[config.mk]
export PLATFORM = sky130hd
export DESIGN_NAME = serial_fifo_pair
export DESIGN_NICKNAME = d
export VERILOG_FILES = /design/src/rtl/sfp_pkg.sv /design/src/rtl/sfp_fifo.sv /design/src/rtl/sfp_err_status.sv /design/src/rtl/serial_fifo_pair.sv
export SDC_FILE = /design/constraint.sdc
export NUM_CORES = 1
export LEC_CHECK = 0
export ABC_AREA = 0
export BUFFER_PORTS_ARGS = -buffer_cell sky130_fd_sc_hd__buf_2
export CAP_MARGIN = 0
export CORE_AREA = 5 5 286 288
export DETAILED_ROUTE_END_ITERATION = 8
export DIE_AREA = 0 0 291 293
export GPL_ROUTABILITY_DRIVEN = 0
export PLACE_DENSITY = 0.8
export SLEW_MARGIN = 20
export SYNTH_ARGS = -nofsm -noshare
export SYNTH_HDL_FRONTEND = slang
export SYNTH_SLANG_ARGS = --single-unit
[constraint.sdc]
create_clock -name clk -period 10.8 [get_ports clk]
set_clock_uncertainty 0.1 [all_clocks]
set_input_delay 3.24 -clock clk [delete_from_list [all_inputs] [get_ports clk]]
set_output_delay 3.24 -clock clk [all_outputs]
set_load 0.01 [all_outputs]
[src/rtl/sfp_pkg.sv]
package sfp_pkg;
  localparam int STAT_W     = 4;
  localparam int BIT_TX_OVF = 3;
  localparam int BIT_TX_UDF = 2;
  localparam int BIT_RX_UDF = 1;

  // Occupancy from pointers that carry one extra wrap bit.
  function automatic int unsigned ptr_count(int unsigned wp, int unsigned rp,
                                            int unsigned aw);
    int unsigned mask;
    mask = (32'd1 << (aw + 1)) - 32'd1;
    return (wp - rp) & mask;
  endfunction

  // Clear-mask merge: a set in the same cycle overrides the clear.
  function automatic logic [STAT_W-1:0] flag_next(logic [STAT_W-1:0] cur,
                                                  logic [STAT_W-1:0] set,
                                                  logic [STAT_W-1:0] clr);
    return (cur & ~clr) | set;
  endfunction
endpackage

[src/rtl/sfp_fifo.sv]
module sfp_fifo #(
  parameter int DW    = 32,
  parameter int DEPTH = 16
) (
  input  logic          clk,
  input  logic          rst_n,
  input  logic          push,
  input  logic [DW-1:0] push_data,
  input  logic          pop,
  output logic [DW-1:0] head,
  output logic          full,
  output logic          empty,
  output logic          push_drop,
  output logic          pop_empty
);
  localparam int AW = $clog2(DEPTH);

  logic [DW-1:0] mem [DEPTH];
  logic [AW:0]   wptr, rptr;
  int unsigned   count;
  logic          push_ok, pop_ok;

  assign count     = sfp_pkg::ptr_count(32'(wptr), 32'(rptr), AW);
  assign full      = (count == 32'(DEPTH));
  assign empty     = (count == 32'd0);
  assign push_ok   = push & ~full;
  assign pop_ok    = pop & ~empty;
  assign push_drop = push & full;
  assign pop_empty = pop & empty;
  assign head      = mem[rptr[AW-1:0]];

  always_ff @(posedge clk) begin
    if (push_ok) mem[wptr[AW-1:0]] <= push_data;
  end

  always_ff @(posedge clk) begin
    if (!rst_n) begin
      wptr <= '0;
      rptr <= '0;
    end else begin
      if (push_ok) wptr <= wptr + 1'b1;
      if (pop_ok)  rptr <= rptr + 1'b1;
    end
  end

  // a dropped push leaves the write pointer where it was
  a_r2_drop_holds_wptr: assert property (@(posedge clk) disable iff (!rst_n)
    push_drop |=> (wptr == $past(wptr)));
  // a pop on empty leaves the read pointer where it was
  a_r4_empty_pop_holds_rptr: assert property (@(posedge clk) disable iff (!rst_n)
    pop_empty |=> (rptr == $past(rptr)));
  // full and empty never coincide
  a_r1_full_empty_excl: assert property (@(posedge clk) disable iff (!rst_n)
    !(full && empty));
endmodule

[src/rtl/sfp_err_status.sv]
module sfp_err_status #(
  parameter int W = sfp_pkg::STAT_W
) (
  input  logic         clk,
  input  logic         rst_n,
  input  logic [W-1:0] set_ev,
  input  logic [W-1:0] gate,
  input  logic         clr_we,
  input  logic [W-1:0] clr_mask,
  input  logic [W-1:0] irq_en,
  output logic [W-1:0] flags,
  output logic         irq
);
  logic [W-1:0] set_g, clr_g;

  assign set_g = set_ev & gate;
  assign clr_g = clr_we ? clr_mask : '0;
  assign irq   = |(flags & irq_en);

  always_ff @(posedge clk) begin
    if (!rst_n) flags <= '0;
    else        flags <= sfp_pkg::flag_next(flags, set_g, clr_g);
  end

  for (genvar k = 0; k < W; k++) begin : g_chk
    // a gated set event always leaves the flag at 1
    a_r7_set_wins: assert property (@(posedge clk) disable iff (!rst_n)
      (set_ev[k] && gate[k]) |=> flags[k]);
    // a clear with no set leaves the flag at 0
    a_r5_clear: assert property (@(posedge clk) disable iff (!rst_n)
      (clr_we && clr_mask[k] && !(set_ev[k] && gate[k])) |=> !flags[k]);
    // a closed gate never raises a flag
    a_r6_gate: assert property (@(posedge clk) disable iff (!rst_n)
      (!gate[k] && !flags[k]) |=> !flags[k]);
  end
endmodule

[src/rtl/serial_fifo_pair.sv]
module serial_fifo_pair #(
  parameter int DW    = 32,
  parameter int DEPTH = 16
) (
  input  logic          clk,
  input  logic          rst_n,
  input  logic          tx_en,
  input  logic          rx_en,
  input  logic          host_wr,
  input  logic [DW-1:0] host_wdata,
  input  logic          host_rd,
  output logic [DW-1:0] host_rd_data,
  input  logic          ser_load,
  output logic [DW-1:0] ser_tx_data,
  input  logic          ser_push,
  input  logic [DW-1:0] ser_rx_data,
  input  logic          stat_wr,
  input  logic [3:0]    stat_wdata,
  output logic [3:0]    stat_rdata,
  input  logic [3:0]    irq_en,
  output logic          irq,
  output logic          tx_full,
  output logic          tx_empty,
  output logic          rx_full,
  output logic          rx_empty
);
  import sfp_pkg::*;

  logic [DW-1:0]     tx_head, last_sent;
  logic              tx_ovf_ev, tx_udf_ev, rx_udf_ev, rx_drop_ev;
  logic [STAT_W-1:0] set_ev, gate;

  sfp_fifo #(.DW(DW), .DEPTH(DEPTH)) u_txq (
    .clk(clk), .rst_n(rst_n),
    .push(host_wr), .push_data(host_wdata),
    .pop(ser_load), .head(tx_head),
    .full(tx_full), .empty(tx_empty),
    .push_drop(tx_ovf_ev), .pop_empty(tx_udf_ev)
  );

  sfp_fifo #(.DW(DW), .DEPTH(DEPTH)) u_rxq (
    .clk(clk), .rst_n(rst_n),
    .push(ser_push), .push_data(ser_rx_data),
    .pop(host_rd), .head(host_rd_data),
    .full(rx_full), .empty(rx_empty),
    .push_drop(rx_drop_ev), .pop_empty(rx_udf_ev)
  );

  always_comb begin
    set_ev             = '0;
    gate               = '0;
    set_ev[BIT_TX_OVF] = tx_ovf_ev;
    set_ev[BIT_TX_UDF] = tx_udf_ev;
    set_ev[BIT_RX_UDF] = rx_udf_ev;
    gate[BIT_TX_OVF]   = tx_en;
    gate[BIT_TX_UDF]   = tx_en;
    gate[BIT_RX_UDF]   = rx_en;
  end

  sfp_err_status #(.W(STAT_W)) u_stat (
    .clk(clk), .rst_n(rst_n),
    .set_ev(set_ev), .gate(gate),
    .clr_we(stat_wr), .clr_mask(stat_wdata),
    .irq_en(irq_en), .flags(stat_rdata), .irq(irq)
  );

  // Last-sent word: replaced only by a load that finds data
  always_ff @(posedge clk) begin
    if (!rst_n)                     last_sent <= '0;
    else if (ser_load && !tx_empty) last_sent <= tx_head;
  end
  assign ser_tx_data = last_sent;

  // an underflowing load repeats the previous word
  a_r3_udf_repeat: assert property (@(posedge clk) disable iff (!rst_n)
    (ser_load && tx_empty) |=> $stable(ser_tx_data));
  // a dropped receive push leaves the queue full
  a_r9_rx_drop_full: assert property (@(posedge clk) disable iff (!rst_n)
    (rx_drop_ev && !host_rd) |=> rx_full);
  // status bit 0 never becomes 1
  a_r5_bit0_zero: assert property (@(posedge clk) disable iff (!rst_n)
    !stat_rdata[0]);
endmodule

== After elaboration in Yosys (flattened, before gate mapping) ==
Memory sizes are Yosys's and may differ from the RTL's. A register that Yosys moved wholly into a read port is not among the register bits.
Index checks and enable logic that the tools add are counted.

* Register bits after elaboration: 24
* Bits in latches: 0
* Bits in writable memories: 1024
* ROM bits: 0
* Bits of input ports: 81
* Memories kept: 2

* Add/subtract/negate cells: 6
* Multiply operators: 0
* Divide/modulo/power cells: 0
* Magnitude comparators: 0
* Eq/ne operators: 2
* Shift operators: 0
* Multiplexer cells: 7
* Bitwise operators: 16
* Reductions and logical operators: 6

{| class="wikitable"
|+ Memories
! name !! depth !! width !! read ports !! clocked after memory_dff !! wr ports !! RTL line !! RTL
|-
| u_rxq.mem || 16 || 32 || 1 || 1 || 1 || sfp_fifo.sv:18 || <nowiki>logic [DW-1:0] mem [DEPTH];</nowiki>
|-
| u_txq.mem || 16 || 32 || 1 || 1 || 1 || sfp_fifo.sv:18 ||
|}

{| class="wikitable"
|+ Operators with widths
! cell !! count
|-
| 32-bit zero test || 2
|-
| 5-bit by 1-bit adder with 5-bit output (second input constant) || 4
|-
| 4-bit bitwise AND || 3
|-
| 4-bit 2-to-1 mux || 3
|-
| 5-bit == test (second input constant) || 2
|-
| 5-bit subtractor || 2
|-
| 1-bit bitwise AND || 7
|-
| 1-bit 2-to-1 mux || 4
|-
| 1-bit NOT || 4
|-
| 4-bit NOT || 1
|-
| 4-bit OR || 1
|-
| 4-bit OR reduction || 1
|-
| 1-bit zero test || 2
|-
| 1-bit logical AND || 1
|}

== Depth between registers and ports, before layout ==
* Depth in word-level cells: 6
* Gate-level depth with buffers: 12
* Gate-level depth less buffers: 8

== Hierarchy ==
A second synthesis with hierarchy kept.

* Cell total of the unflattened synthesis: 1806
* Area, all modules: 42300.6 sq um

{| class="wikitable"
|+ Modules (own cells, without submodules)
! module !! times used !! cells an instance !! area an instance (sq um) !! sequential area each (sq um)
|-
| sfp_fifo || 2 || 823 || 20399.6 || 15655.0
|-
| serial_fifo_pair || 1 || 141 || 1327.5 || 640.6
|-
| sfp_err_status || 1 || 19 || 173.9 || 80.1
|}

== Worst setup path before layout ==
Ideal clock, no wire load.

* Path kind: input to output
* From: input port irq_en[0]
* To: output port irq
* Arrival: 3.504 ns
* Required time: 7.460 ns
* Slack: 3.956 ns
* Cell stages on the path: 2
* Path buffers: 0
* Path through: a22oi_1 nand2_1

* Cells in the longest elaborated chain, start to end: 2

{| class="wikitable"
|+ Ends and longest elaborated chain
! what !! RTL line !! RTL
|-
| from (decl) || serial_fifo_pair.sv:20 || <nowiki>input logic [3:0] irq_en,</nowiki>
|-
| 4-bit bitwise AND || sfp_err_status.sv:18 || <nowiki>assign irq = |(flags & irq_en);</nowiki>
|-
| 4-bit OR reduction || sfp_err_status.sv:18 ||
|-
| to (decl) || serial_fifo_pair.sv:21 || <nowiki>output logic irq,</nowiki>
|}

Every way passes these cells.

== Worst setup path after layout ==
Ends and elaborated chain as after synthesis.

==> results.sh <==
export IMPL_maximum_number_of_pins_on_one_net_before_global_route_repair=71
export IMPL_maxCapViolations=0
export IMPL_floorplan_die_area_sq_um=85300
export IMPL_area_growth_pct=13.4
export IMPL_cts_root_buf="clkbuf_16"
export IMPL_vdd_ir_drop_max_mv=0.167
export IMPL_post_cts_clock_slew_at_the_launch_and_capture_registers_of_the_worst_setup_and_hold_paths_ps=60
export IMPL_io_pins=154
export IMPL_via_count_of_the_first_global_routing_pass=20800
export IMPL_antenna_found_initial=11
export IMPL_timing_reg2reg_worst_path_depth=10
export IMPL_initial_core_util_pct=52.6
export IMPL_worst_setup_path_type="primary input to output port"
export IMPL_vias_per_cell=6.18
export IMPL_final_net_count=2148
export IMPL_num_rows=103
export IMPL_synthesized_net_count=1934
export IMPL_avgRoutedWirePerCell_um=28.6
export IMPL_synth_edf_count=1024
export IMPL_synth_ff_type="edfxtp_1"
export IMPL_ys_warn_count=0
export IMPL_max_slew_worst_pin_slew_ps=1090
export IMPL_die_height_um=293
export IMPL_clkLatencyLatePin_ps=650
export IMPL_synth_seq_cells=1084
export IMPL_setup_viol=0
export IMPL_clock_path_buffers=3
export IMPL_cts_buffers_inserted=103
export IMPL_placement_io_buffers=153
export IMPL_min_period_ps=7070
export IMPL_max_clock_freq_mhz=141
export IMPL_run_status="finished, final reports clean"
export IMPL_synthesis_area_per_instance_sq_um=22.5
export IMPL_synth_async_sr_flop_share_pct=0
export IMPL_ctsHoldBuffers=0
export IMPL_remaining_drc_errors=0
export IMPL_gr_total_overflow=0
export IMPL_leakage_power_total_uw=0.0146
export IMPL_final_max_slew_violation_count=0
export IMPL_postCtsSetupBuffers=0
export IMPL_hpwlAfterDp_mm=45.0
export IMPL_start_kind="primary input"
export IMPL_synthCells=1835
export IMPL_cts_htree_levels=3
export IMPL_drt_pass1_iterations=5
export IMPL_cts_resized_gates=0
export IMPL_final_hold_violation_count=0
export IMPL_timing_critical_path_fanout_max=1
export IMPL_drive_gt1_share_pct=34.1
export IMPL_finalCritPeriodShare_pct=65.4
export IMPL_netlist_cell_type_count=46
export IMPL_cp_data_required_time_ps=7460
export IMPL_critPathCaptureType="output port"
export IMPL_core_region_area_sq_um=78600
export IMPL_groute_usage_overall_pct=21.4
export IMPL_hold_path_cell_count=2
export IMPL_detailedRoute_firstIterationViolations=1965
export IMPL_dieWidth_um=291
export IMPL_sequential_cell_area_fraction_in_the_yosys_report_pct=77.3
export IMPL_wirelength_mm=91.4
export IMPL_num_vias=19700
export IMPL_cts_tree="built"
export IMPL_final_setup_tns_ps=0
export IMPL_max_slew_margin_pct=27.6
export IMPL_pwr_density_cell_nw_per_um2=227
export IMPL_antenna_left=0
export IMPL_worstHoldPathType="register to register"
export IMPL_final_core_util_pct=59.6
export IMPL_arrival_ps=3730
export IMPL_clock_sinks=1084
export IMPL_global_route_wire_length_before_repair_mm=136
export IMPL_rsz_0062_raised_after_global_routing="no"
export IMPL_netlist_area_sq_um=41300
==> power by group <==
part | total [uW] | internal (uW) | leakage (uW) | switching, uW
sequential | 5050 | 4870 | 0.00974 | 180
clock | 3480 | 1960 | 0.00158 | 1520
combinational | 2110 | 1010 | 0.00332 | 1100
==> cell families (layout without fill, tap and decap cells) <==
| logic type | Yosys count | count (layout) | synth area share, % |
|---|---|---|---|
| DFF | 1084 | 1084 | 77.3 |
| muxes | 294 | 294 | 15.8 |
| and+or+nand+nor | 177 | 177 | 2.19 |
| AOI/OAI and AO/OA | 142 | 142 | 2.58 |
| buffers and inverters | 108 | 410 | 1.25 |
| adders and majority gates | 18 | 18 | 0.545 |
| xor gates and xnor gates | 12 | 12 | 0.254 |
| other | 0 | 7 | 0 |
==> cell usage in the layout (no fill, tap or decap), types with 5 or more instances in the layout <==
cell type   Yosys  routed
clkinv_2        0      21
o21ai_0         8       8
nor2_4          0      23
inv_6           0       5
buf_4          12      49
clkinvlp_4      0       6
or3_2          21      21
mux4_2        288     288
or3_1          19      19
nand2_1        57      57
nor3_1         15       7
nor2_1         29       6
ha_1           18      18
a21boi_0        9       9
a21boi_1       17      17
and2_1          6       5
edfxtp_1     1024    1024
clkinv_1        0      25
nand3_1         8       8
o22ai_1        66      66
nor3_2          1       9
dfxtp_1        60      53
clkbuf_16       0     104
mux2i_1         6       6
a21oi_1         7       7
a21boi_2       18      18
bufinv_16       0       7
nand2b_1        9       9
inv_1          12      12
buf_2          22     153
xnor2_1        10      10
clkbuf_1       52      19
diode_2         0       7
==> metrics by stage <==
stage / worst slack, ps / total power, uW / instance area, sq um / hold slack [ps] / std cells
3_3_place_gp: 3700 / 7170 / 43500 / 335 / 2993
3_5_place_dp: 3730 / 7240 / 43500 / 345 / 2993
6_report: 3730 / 10600 / 46800 / 352 / 3194
2_1_floorplan: 3960 / 6590 / 41300 / 369 / 1835
5_1_grt: 3640 / 11100 / 46800 / 384 / 3188
4_1_cts: 3680 / 10700 / 46800 / 355 / 3186
==> per-layer routing <==
| metal | vias up | global-route usage, % | wire length, um |
|---|---|---|---|
| met4 | 14 | 5.44 | 2040 |
| li1 | 8191 | - | - |
| met5 | - | 0 | 103 |
| met2 | 939 | 38.2 | 48800 |
| met3 | 160 | 4.32 | 7150 |
| met1 | 10400 | 27.3 | 33300 |
==> registers in the layout, summed over array words and instances (netlist names), named ones only <==
| name | cells |
|---|---|
| u_rxq.rptr | 5 |
| u_rxq.mem | 512 |
| u_rxq.wptr | 5 |
| ser_tx_data | 32 |
| u_txq.mem | 512 |
| u_stat.flags | 4 |
| u_txq.wptr | 5 |
| u_txq.rptr | 5 |
==> final cells by class <==
class                      instances  area, sq um
timing repair buffer             205         1180
antenna                            7         17.5
multi-input combinational        643         9060
clock buffer                     126         2720
fill                            5371        31800
clock inverter                    67          532
tap                             1050         1310
inverter                          12         45.0
sequential                      1084        32000
==> worst max-delay path, stage by stage <==
cell and delay, ps:
buf_2 90, a22oi_1 180, nand2_1 70, buf_2 140
==> path summary, 6_finish.rpt <==
kind	end	start	slack [ps]
worst max register to register	u_txq.mem[4][26]	u_txq.rptr[2]	6430
worst max-delay path	irq	irq_en[0]	3730
worst min register to register	ser_tx_data[17]	ser_tx_data[17]	350
worst min-delay path	ser_tx_data[17]	ser_tx_data[17]	350
==> cells in the mapped netlist (15+ instances only) <==
master / number / area, sq um
or3_1: 19 / 119
mux4_2: 288 / 6490
nor3_1: 15 / 75.1
edfxtp_1: 1024 / 30700
a21boi_1: 17 / 128
o22ai_1: 66 / 413
dfxtp_1: 60 / 1200
nand2_1: 57 / 214
or3_2: 21 / 158
ha_1: 18 / 225
clkbuf_1: 52 / 195
buf_2: 22 / 110
a21boi_2: 18 / 203
nor2_1: 29 / 109
Note: power is estimated with default switching activity, not from simulation.
